`config.mk`:
```
export PLATFORM = sky130hd
export DESIGN_NAME = branch_seq
export DESIGN_NICKNAME = d
export VERILOG_FILES = /design/src/rtl/brseq_pkg.sv /design/src/rtl/brseq_decode.sv /design/src/rtl/brseq_cond.sv /design/src/rtl/brseq_pc.sv /design/src/rtl/branch_seq.sv
export SDC_FILE = /design/constraint.sdc
export NUM_CORES = 1
export LEC_CHECK = 0
export BUFFER_PORTS_ARGS = -buffer_cell sky130_fd_sc_hd__buf_2
export CORE_UTILIZATION = 50
export CTS_CLUSTER_SIZE = 20
export DETAILED_ROUTE_END_ITERATION = 8
export HOLD_SLACK_MARGIN = 0.15
export PLACE_DENSITY = 0.86
export SETUP_SLACK_MARGIN = 0.5
export SLEW_MARGIN = 15
export SYNTH_ARGS = -nofsm -noshare
export SYNTH_HDL_FRONTEND = slang
export SYNTH_HIERARCHICAL = 1
export SYNTH_SLANG_ARGS = --single-unit
export TNS_END_PERCENT = 50
```
`constraint.sdc`:
```
create_clock -name clk -period 4.5 [get_ports clk]
set_clock_uncertainty 0.15 [all_clocks]
set_input_delay 0.225 -clock clk [delete_from_list [all_inputs] [get_ports clk]]
set_output_delay 0.225 -clock clk [all_outputs]
set_load 0.02 [all_outputs]
```
`src/rtl/brseq_pkg.sv`:
```
package brseq_pkg;

    localparam int WORD_W = 24;
    localparam int ADDR_W = 12;
    localparam int FN_W   = 6;
    localparam int SH_W   = 6;

    typedef logic [FN_W-1:0] fn_t;

    localparam fn_t FN_JMP_ACC_ZERO = 6'o42;
    localparam fn_t FN_JMP_POS      = 6'o43;
    localparam fn_t FN_JMP_NEG      = 6'o44;
    localparam fn_t FN_JMP_QUO_ZERO = 6'o45;
    localparam fn_t FN_CALL_LINK    = 6'o47;

    typedef enum logic [2:0] {
        OP_STEP,
        OP_ACC_ZERO,
        OP_QUO_ZERO,
        OP_POS,
        OP_NEG,
        OP_CALL
    } op_e;

    typedef enum logic [1:0] {
        ST_REQ,
        ST_WAIT,
        ST_LINK
    } st_e;

    typedef struct packed {
        op_e               op;
        logic [ADDR_W-1:0] target;
    } dec_t;

    function automatic op_e classify(input fn_t f);
        case (f)
            FN_JMP_ACC_ZERO: return OP_ACC_ZERO;
            FN_JMP_QUO_ZERO: return OP_QUO_ZERO;
            FN_JMP_POS:      return OP_POS;
            FN_JMP_NEG:      return OP_NEG;
            FN_CALL_LINK:    return OP_CALL;
            default:         return OP_STEP;
        endcase
    endfunction

    function automatic logic [ADDR_W-1:0] next_word(input logic [ADDR_W-1:0] a);
        return a + 1'b1;
    endfunction

    function automatic logic [WORD_W-1:0] link_word(input logic [ADDR_W-1:0] a);
        return {{(WORD_W-ADDR_W){1'b0}}, a};
    endfunction

endpackage

```
`src/rtl/brseq_decode.sv`:
```
module brseq_decode
    import brseq_pkg::*;
#(
    parameter int P_WORD_W = WORD_W,
    parameter int P_FN_W   = FN_W,
    parameter int P_SH_W   = SH_W,
    parameter int P_ADDR_W = ADDR_W
) (
    input  logic [P_WORD_W-1:0] word,
    output dec_t                dec
);
    localparam int FN_LSB = P_SH_W + P_ADDR_W;
    localparam int SH_LSB = P_ADDR_W;

    logic [P_FN_W-1:0]   fn_f;
    logic [P_SH_W-1:0]   sh_f;
    logic [P_ADDR_W-1:0] ad_f;
    logic                unused_shift;

    assign fn_f = word[FN_LSB +: P_FN_W];
    assign sh_f = word[SH_LSB +: P_SH_W];
    assign ad_f = word[0 +: P_ADDR_W];

    // the shift count is carried by the word but plays no part in sequencing
    assign unused_shift = ^sh_f;

    always_comb begin
        dec.op     = classify(fn_f);
        dec.target = ad_f;
    end

    initial begin
        a_split_r2: assert (P_WORD_W == P_FN_W + P_SH_W + P_ADDR_W)
            else $error("instruction field widths do not add up to the word width");
    end
endmodule

```
`src/rtl/brseq_cond.sv`:
```
module brseq_cond
    import brseq_pkg::*;
#(
    parameter int P_WORD_W = WORD_W
) (
    input  op_e                 op,
    input  logic [P_WORD_W-1:0] acc,
    input  logic [P_WORD_W-1:0] quo,
    output logic                take
);
    logic acc_zero;
    logic quo_zero;
    logic acc_neg;

    assign acc_zero = (acc == '0);
    assign quo_zero = (quo == '0);
    assign acc_neg  = acc[P_WORD_W-1];

    always_comb begin
        unique case (op)
            OP_ACC_ZERO: take = acc_zero;
            OP_QUO_ZERO: take = quo_zero;
            OP_POS:      take = ~acc_neg;
            OP_NEG:      take = acc_neg;
            default:     take = 1'b0;
        endcase
    end
endmodule

```
`src/rtl/brseq_pc.sv`:
```
module brseq_pc
    import brseq_pkg::*;
#(
    parameter int P_ADDR_W = ADDR_W
) (
    input  logic                clk,
    input  logic                rst,
    input  logic                upd,
    input  logic                take,
    input  logic                call,
    input  logic [P_ADDR_W-1:0] target,
    output logic [P_ADDR_W-1:0] pc
);
    always_ff @(posedge clk) begin
        if (rst) begin
            pc <= '0;
        end else if (upd) begin
            if (call)
                pc <= target + 1'b1;
            else if (take)
                pc <= target;
            else
                pc <= pc + 1'b1;
        end
    end

    p_step_r3: assert property (@(posedge clk) disable iff (rst)
        (upd && !take && !call) |=> pc == $past(pc) + 1'b1);

    p_wrap_r3: assert property (@(posedge clk) disable iff (rst)
        (upd && !take && !call && (&pc)) |=> pc == '0);

    p_hold_r10: assert property (@(posedge clk) disable iff (rst)
        !upd |=> $stable(pc));
endmodule

```
`src/rtl/branch_seq.sv`:
```
module branch_seq
    import brseq_pkg::*;
#(
    parameter int P_WORD_W = WORD_W,
    parameter int P_ADDR_W = ADDR_W,
    parameter int P_FN_W   = FN_W,
    parameter int P_SH_W   = SH_W
) (
    input  logic                clk,
    input  logic                rst,
    output logic                fetch_req,
    output logic [P_ADDR_W-1:0] fetch_addr,
    input  logic                instr_valid,
    input  logic [P_WORD_W-1:0] instr,
    input  logic [P_WORD_W-1:0] acc,
    input  logic [P_WORD_W-1:0] quo,
    output logic                mem_we,
    output logic [P_ADDR_W-1:0] mem_addr,
    output logic [P_WORD_W-1:0] mem_wdata
);
    localparam int FN_LSB = P_SH_W + P_ADDR_W;

    st_e                 st;
    dec_t                dec;
    logic                accept;
    logic                take;
    logic                is_call;
    logic [P_ADDR_W-1:0] pc;
    logic [P_ADDR_W-1:0] lnk_addr;
    logic [P_ADDR_W-1:0] lnk_ret;

    brseq_decode #(
        .P_WORD_W(P_WORD_W), .P_FN_W(P_FN_W), .P_SH_W(P_SH_W), .P_ADDR_W(P_ADDR_W)
    ) u_dec (
        .word(instr),
        .dec (dec)
    );

    brseq_cond #(.P_WORD_W(P_WORD_W)) u_cond (
        .op  (dec.op),
        .acc (acc),
        .quo (quo),
        .take(take)
    );

    assign accept  = (st == ST_WAIT) && instr_valid;
    assign is_call = (dec.op == OP_CALL);

    brseq_pc #(.P_ADDR_W(P_ADDR_W)) u_pc (
        .clk   (clk),
        .rst   (rst),
        .upd   (accept),
        .take  (take),
        .call  (is_call),
        .target(dec.target),
        .pc    (pc)
    );

    always_ff @(posedge clk) begin
        if (rst) begin
            st <= ST_REQ;
        end else begin
            unique case (st)
                ST_REQ:  st <= ST_WAIT;
                ST_WAIT: if (accept) st <= is_call ? ST_LINK : ST_REQ;
                default: st <= ST_REQ;
            endcase
        end
    end

    always_ff @(posedge clk) begin
        if (rst) begin
            lnk_addr <= '0;
            lnk_ret  <= '0;
        end else if (accept && is_call) begin
            lnk_addr <= dec.target;
            lnk_ret  <= next_word(pc);
        end
    end

    assign fetch_req  = (st == ST_REQ);
    assign fetch_addr = pc;
    assign mem_we     = (st == ST_LINK);
    assign mem_addr   = lnk_addr;
    assign mem_wdata  = {{(P_WORD_W-P_ADDR_W){1'b0}}, lnk_ret};

    p_excl_r9: assert property (@(posedge clk) disable iff (rst)
        !(mem_we && fetch_req));

    p_we_pulse_r8: assert property (@(posedge clk) disable iff (rst)
        mem_we |=> (!mem_we && fetch_req));

    p_we_cause_r9: assert property (@(posedge clk) disable iff (rst)
        $rose(mem_we) |-> ($past(instr_valid) &&
                           $past(instr[FN_LSB +: P_FN_W]) == FN_CALL_LINK));

    p_link_r8: assert property (@(posedge clk) disable iff (rst)
        (accept && instr[FN_LSB +: P_FN_W] == FN_CALL_LINK) |=>
            (mem_we && mem_addr == $past(instr[P_ADDR_W-1:0]) &&
             mem_wdata[P_ADDR_W-1:0] == $past(fetch_addr) + 1'b1 &&
             fetch_addr == $past(instr[P_ADDR_W-1:0]) + 1'b1));

    p_req_pulse_r10: assert property (@(posedge clk) disable iff (rst)
        fetch_req |=> (!fetch_req && $stable(fetch_addr)));

    p_acc_zero_r4: assert property (@(posedge clk) disable iff (rst)
        (accept && instr[FN_LSB +: P_FN_W] == FN_JMP_ACC_ZERO && acc == '0) |=>
            fetch_addr == $past(instr[P_ADDR_W-1:0]));

    p_neg_r7: assert property (@(posedge clk) disable iff (rst)
        (accept && instr[FN_LSB +: P_FN_W] == FN_JMP_NEG && acc[P_WORD_W-1]) |=>
            fetch_addr == $past(instr[P_ADDR_W-1:0]));

    p_quo_nz_r5: assert property (@(posedge clk) disable iff (rst)
        (accept && instr[FN_LSB +: P_FN_W] == FN_JMP_QUO_ZERO && quo != '0) |=>
            fetch_addr == $past(fetch_addr) + 1'b1);
endmodule

```
Yosys cells after proc, flatten, opt, wreduce, memory -nomap -nowiden
Cells that the tools add are included.
- magnitude comparators: 0
- equal/unequal tests: 13
- multiplexer cells: 7
- $add $sub $neg: 2
- shift operators: 0
- $mul: 0
- div/mod/pow operators: 0
- bitwise logic cells: 1
- reduce and logical (&&, ||, !) cells: 5
- operators by type and width (operator ; count):
    $logic_not 24->1 ; 2
    $eq 6x6->1 const B ; 5
    $add 12x1->12 const B ; 2
    $mux 12 ; 2
    $pmux 3 s5 ; 1
    $eq 3x2->1 const B ; 2
    $eq 3x3->1 const B ; 2
    $mux 2 ; 2
    $pmux 1 s4 ; 1
    $pmux 2 s2 ; 1
    $eq 3x1->1 const B ; 1
    $eq 2x1->1 const B ; 1
    $eq 2x2->1 const B ; 1
    $logic_and 1x1->1 ; 2
    $logic_not 2->1 ; 1
    $ne 2x2->1 const B ; 1
    $not 1->1 ; 1
- flip-flop bits (word level): 38
- bits in latches: 0
- memories kept: 0
- bits in read-only memories: 0
- logic and storage cells: 32
- bits of input ports: 75
- memory bits (writable): 0

Depth between registers and ports, before layout
- word-level depth: 6
- mapped depth: 12
- gate-level depth less buffers: 11

Hierarchy
Netlist, hierarchy kept.
- by module, submodules not included (module ; area each (µm²) ; cells each ; instances):
    branch_seq ; 1280.0 ; 145 ; 1
    brseq_pc ; 1023.5 ; 136 ; 1
    brseq_cond ; 157.7 ; 23 ; 1
    brseq_decode ; 146.4 ; 19 ; 1

Least setup slack after synthesis
OpenSTA, ideal clock, no wires.
- path kind: input to register
- start: input port instr[21]
- end: register u_pc.pc[6]
- data required time: 4.211 ns
- stages on the path: 11
- setup slack: 2.027 ns
- data arrival time: 2.184 ns
- cell sequence: nor3b_2 and3_1 and4bb_2 a31oi_1 o21a_1 o21ai_2 clkbuf_1 or2_2 o31a_1 o21ai_0 a211oi_1
- RTL lines (what ; RTL line ; RTL):
    from (decl) ; branch_seq.sv:14 ; input logic [P_WORD_W-1:0] instr,
    to (signal assigned) ; brseq_pc.sv:19 ; pc <= target + 1'b1;
    to (signal assigned) ; brseq_pc.sv:21 ; pc <= target;
    to (signal assigned) ; brseq_pc.sv:23 ; pc <= pc + 1'b1;
    to (decl) ; brseq_pc.sv:12 ; output logic [P_ADDR_W-1:0] pc

==> results.md <==
* Routed length per instance at ~14 um
* Global-route wire length before repair at around 12000 um
* Max Root-Sink Buffers at 2
* Most frequent cells in the layout: buf_2 (106), nand2_1 (48), dfxtp_1 (38)
* Slew @ Worst Pin at about 0.79 ns
* Setup slack, reg-to-reg at roughly 2.4 ns
* Psw at around 180 uW
* Nets at 502
* P&R area growth vs syn at 24.3%
* CTS sink cnt at 38
* Synth Area per Inst at between 8 and 9 sq um
* Final Core Density at about two thirds
* Layout cells sized above 1 at between 30 and 40%
* Clk Tree Root Cell: clkbuf_8
* Cell Count, Final, Fillers Out at 491
* WP buf/inv at 1
* Routed WL at around 6900 um
* Post-Syn Area at 0.00261 sq mm
* GR Util met3 at 5.56%
* FFs w/ async S/R, synth at 0%
* H-tree depth at 2
* TritonRoute pass-1 iters at 5
* N_diodes at 0
* WS Path Type: primary input to flop
* Delay-heaviest family, CP: simple AND/OR/NAND/NOR gates
* Rows at 25
* Critical Path, Cell by Cell: buf_2, nor3b_2, and3_1, and4bb_2, a31oi_1, o21a_1, o21ai_2, nor2_1, a311o_1, o311ai_0, a211oi_1
* Worst skew pair latency at 0.28 ns
* CP Data Required Time at roughly 4.6 ns
* Worst vdd ir at between 150 and 200 uV
* Largest net degree at the start of global routing at 39
* Total placed cells including tap cells at about 470
* Synth unique cells at 63
* Postcts setup bufs at 0
* Yosys warns at 6
* Yosys top cell area share at between 20% and 30%
* Commonest non-fill, non-tap cell in the layout: buf_2
* Max-slew violations at 0
* Yosys top cell by area: dfxtp_1
* Internal power at 491 uW
* Mapped Cells at roughly 320
* Number of buffers created by CTS at 5
* Area occupied by multi-input gates at approximately 0.0016 sq mm
* Worst-path clk slew at around 0.07 ns
* Die width at between 70 and 80 um
* Via-to-Cell Ratio at around 5.4
* Outcome: finished, final reports clean
* Initial core utilization at about 53%
* RSZ-0062 raised after global routing: no
* Max FO, Critical Path at 11
* Initial antenna violation count at 0
* Die outline height at around 74 um
* Total power draw at ~670 uW
* Post-layout instance area at approximately 0.0032 sq mm
* Die area at around 0.0055 sq mm
* Filler cells at approximately 430
* Primary FF master, synth: dfxtp_1
* #FFs+latches synth at 38
* IO Count at roughly 130
* Via count at between 2000 and 3000
* ANT nets after route at 0
* Met1 Use GR at 33.0%
* Tightest Hold Check Type: flop to flop
* Port Buffers at around 110
* Leak at between 1 and 1.5 nW
* Vias in the first global route at between 2000 and 3000
* Core box area at 0.00488 sq mm
* Max_slew headroom at between 40% and 50%
* Tcrit/Tclk final at about three fifths
* Combinational share of power at ~16%
* Met2 GRT Util at a little under half
* CTS tree: built
* Placed inst area at between 0.003 and 0.004 sq mm
* Final Critical Period at 2.71 ns
* Grt peak-use layer: met2
* Setup crit start kind: primary input
* Post-synth EDFFs at 0
* Routability cong. at 0.887
* Synth area leaders: dfxtp_1 (29%), buf_4 (7.2%), nand2_1 (6.9%)
* Seq/Total Area, Yosys at 29.2%
* CP max stage delay at roughly 0.47 ns
* Initial DRC count at between 150 and 200
* Clock power frac at between 30 and 40%
* WP data arrival at between 2 and 3 ns
* Sw frac at 26.7%
* Gr usage total at between 20% and 30%
* Sequential group share of total power at about half
* Post-detail-place hpwl at 4900 um
* Max Fclk at about 370 MHz
* Drt drc at 0
* Number of setup violations in the final report at 0
* Final Hold Vio Count at 0
* Slowest-stage cell, CP: nor2_1
* Crit end category: flop
* FF/Latch Area at ~760 sq um
* Total gr overflow at 0
* Max Cap Viol at 0
* Cell Pwr Density at between 200 and 250 mW/mm^2
* Fin Setup TNS at 0 ns
## metal layers
layer	part of all wire [%]	wire (um)
met2	50	3430
met4	0.14	10
met1	44	3060
met5	0	0
met3	5.7	394
## state kept, by name (all words and copies together) (netlist names)
register / count
st: 2
u_pc/pc: 12
lnk_ret: 12
mem_addr: 12
## final timing paths
path,startpoint,endpoint,cells past startpoint
setup reg to reg,u_pc/pc[0],u_pc/pc[10],6
hold / removal,mem_addr[1],mem_addr[1],2
setup / recovery,instr[21],u_pc/pc[5],11
hold reg to reg,mem_addr[1],mem_addr[1],2
## cells in the mapped netlist, drive strengths merged (2+ instances only)
cell type  number
ha              3
xor2            7
buf            29
nand2          48
o31ai           3
a311oi          2
a22o            2
nor4           14
nor3b           2
a211oi         14
o211ai          2
xnor2          14
and3            4
nand4          10
and4            2
nor4b           3
nand3          11
nor2b           2
nor2           28
dfxtp          38
nor3           12
nand2b          3
o21ai           8
a21oi          22
clkbuf          9
inv             8
mux2i           3
## kinds of logic after synthesis
logic type / Yosys count / synth area share (%)
other cells: 1 / 0.144
flops: 38 / 29.2
buf+inv: 46 / 10.6
fa+ha+maj: 3 / 1.44
mux: 4 / 1.58
simple gates: 145 / 31.4
xor+xnor: 21 / 7.05
compound gates: 65 / 18.6
## repair_timing
action / CTS / global route
resized for setup: 0 / 0
endpoints found under the setup margin: 0 / 0
endpoints found under the hold margin: 13 / 0
hold buffers: 13 / 0
## final cells by class
class,instances,share of cell area [%]
Sequential cell,38,23.5
Clock buffer,5,2.12
Multi-Input combinational cell,250,49.7
Tap cell,67,2.59
Inverter,8,0.927
Timing Repair Buffer,121,20.8
Clock inverter,2,0.309
## tightest hold or removal path, stage by stage, from the launching register on
cell and delay (ns):
dfxtp_1 0.31, nand2_1 0.05, a21oi_1 0.05
## metrics by stage
| stage | hold slack [ns] | setup WS [ns] |
|---|---|---|
| floorplan | 0.144 | 2.03 |
| global placement | 0.285 | 1.64 |
| detailed placement | 0.296 | 1.57 |
| CTS | 0.308 | 1.84 |
| global route | 0.326 | 1.57 |
| finish | 0.308 | 1.79 |
## power by group through the flow
stage / logic [mW] / clock network (mW) / registers, mW
after floorplan: 0.0656 / 0 / 0.356
after global placement: 0.0935 / 0 / 0.354
after detailed placement: 0.0955 / 0 / 0.354
after CTS: 0.104 / 0.221 / 0.346
after global routing: 0.116 / 0.232 / 0.347
final: 0.106 / 0.218 / 0.346
(Power assumes the default switching activity.)
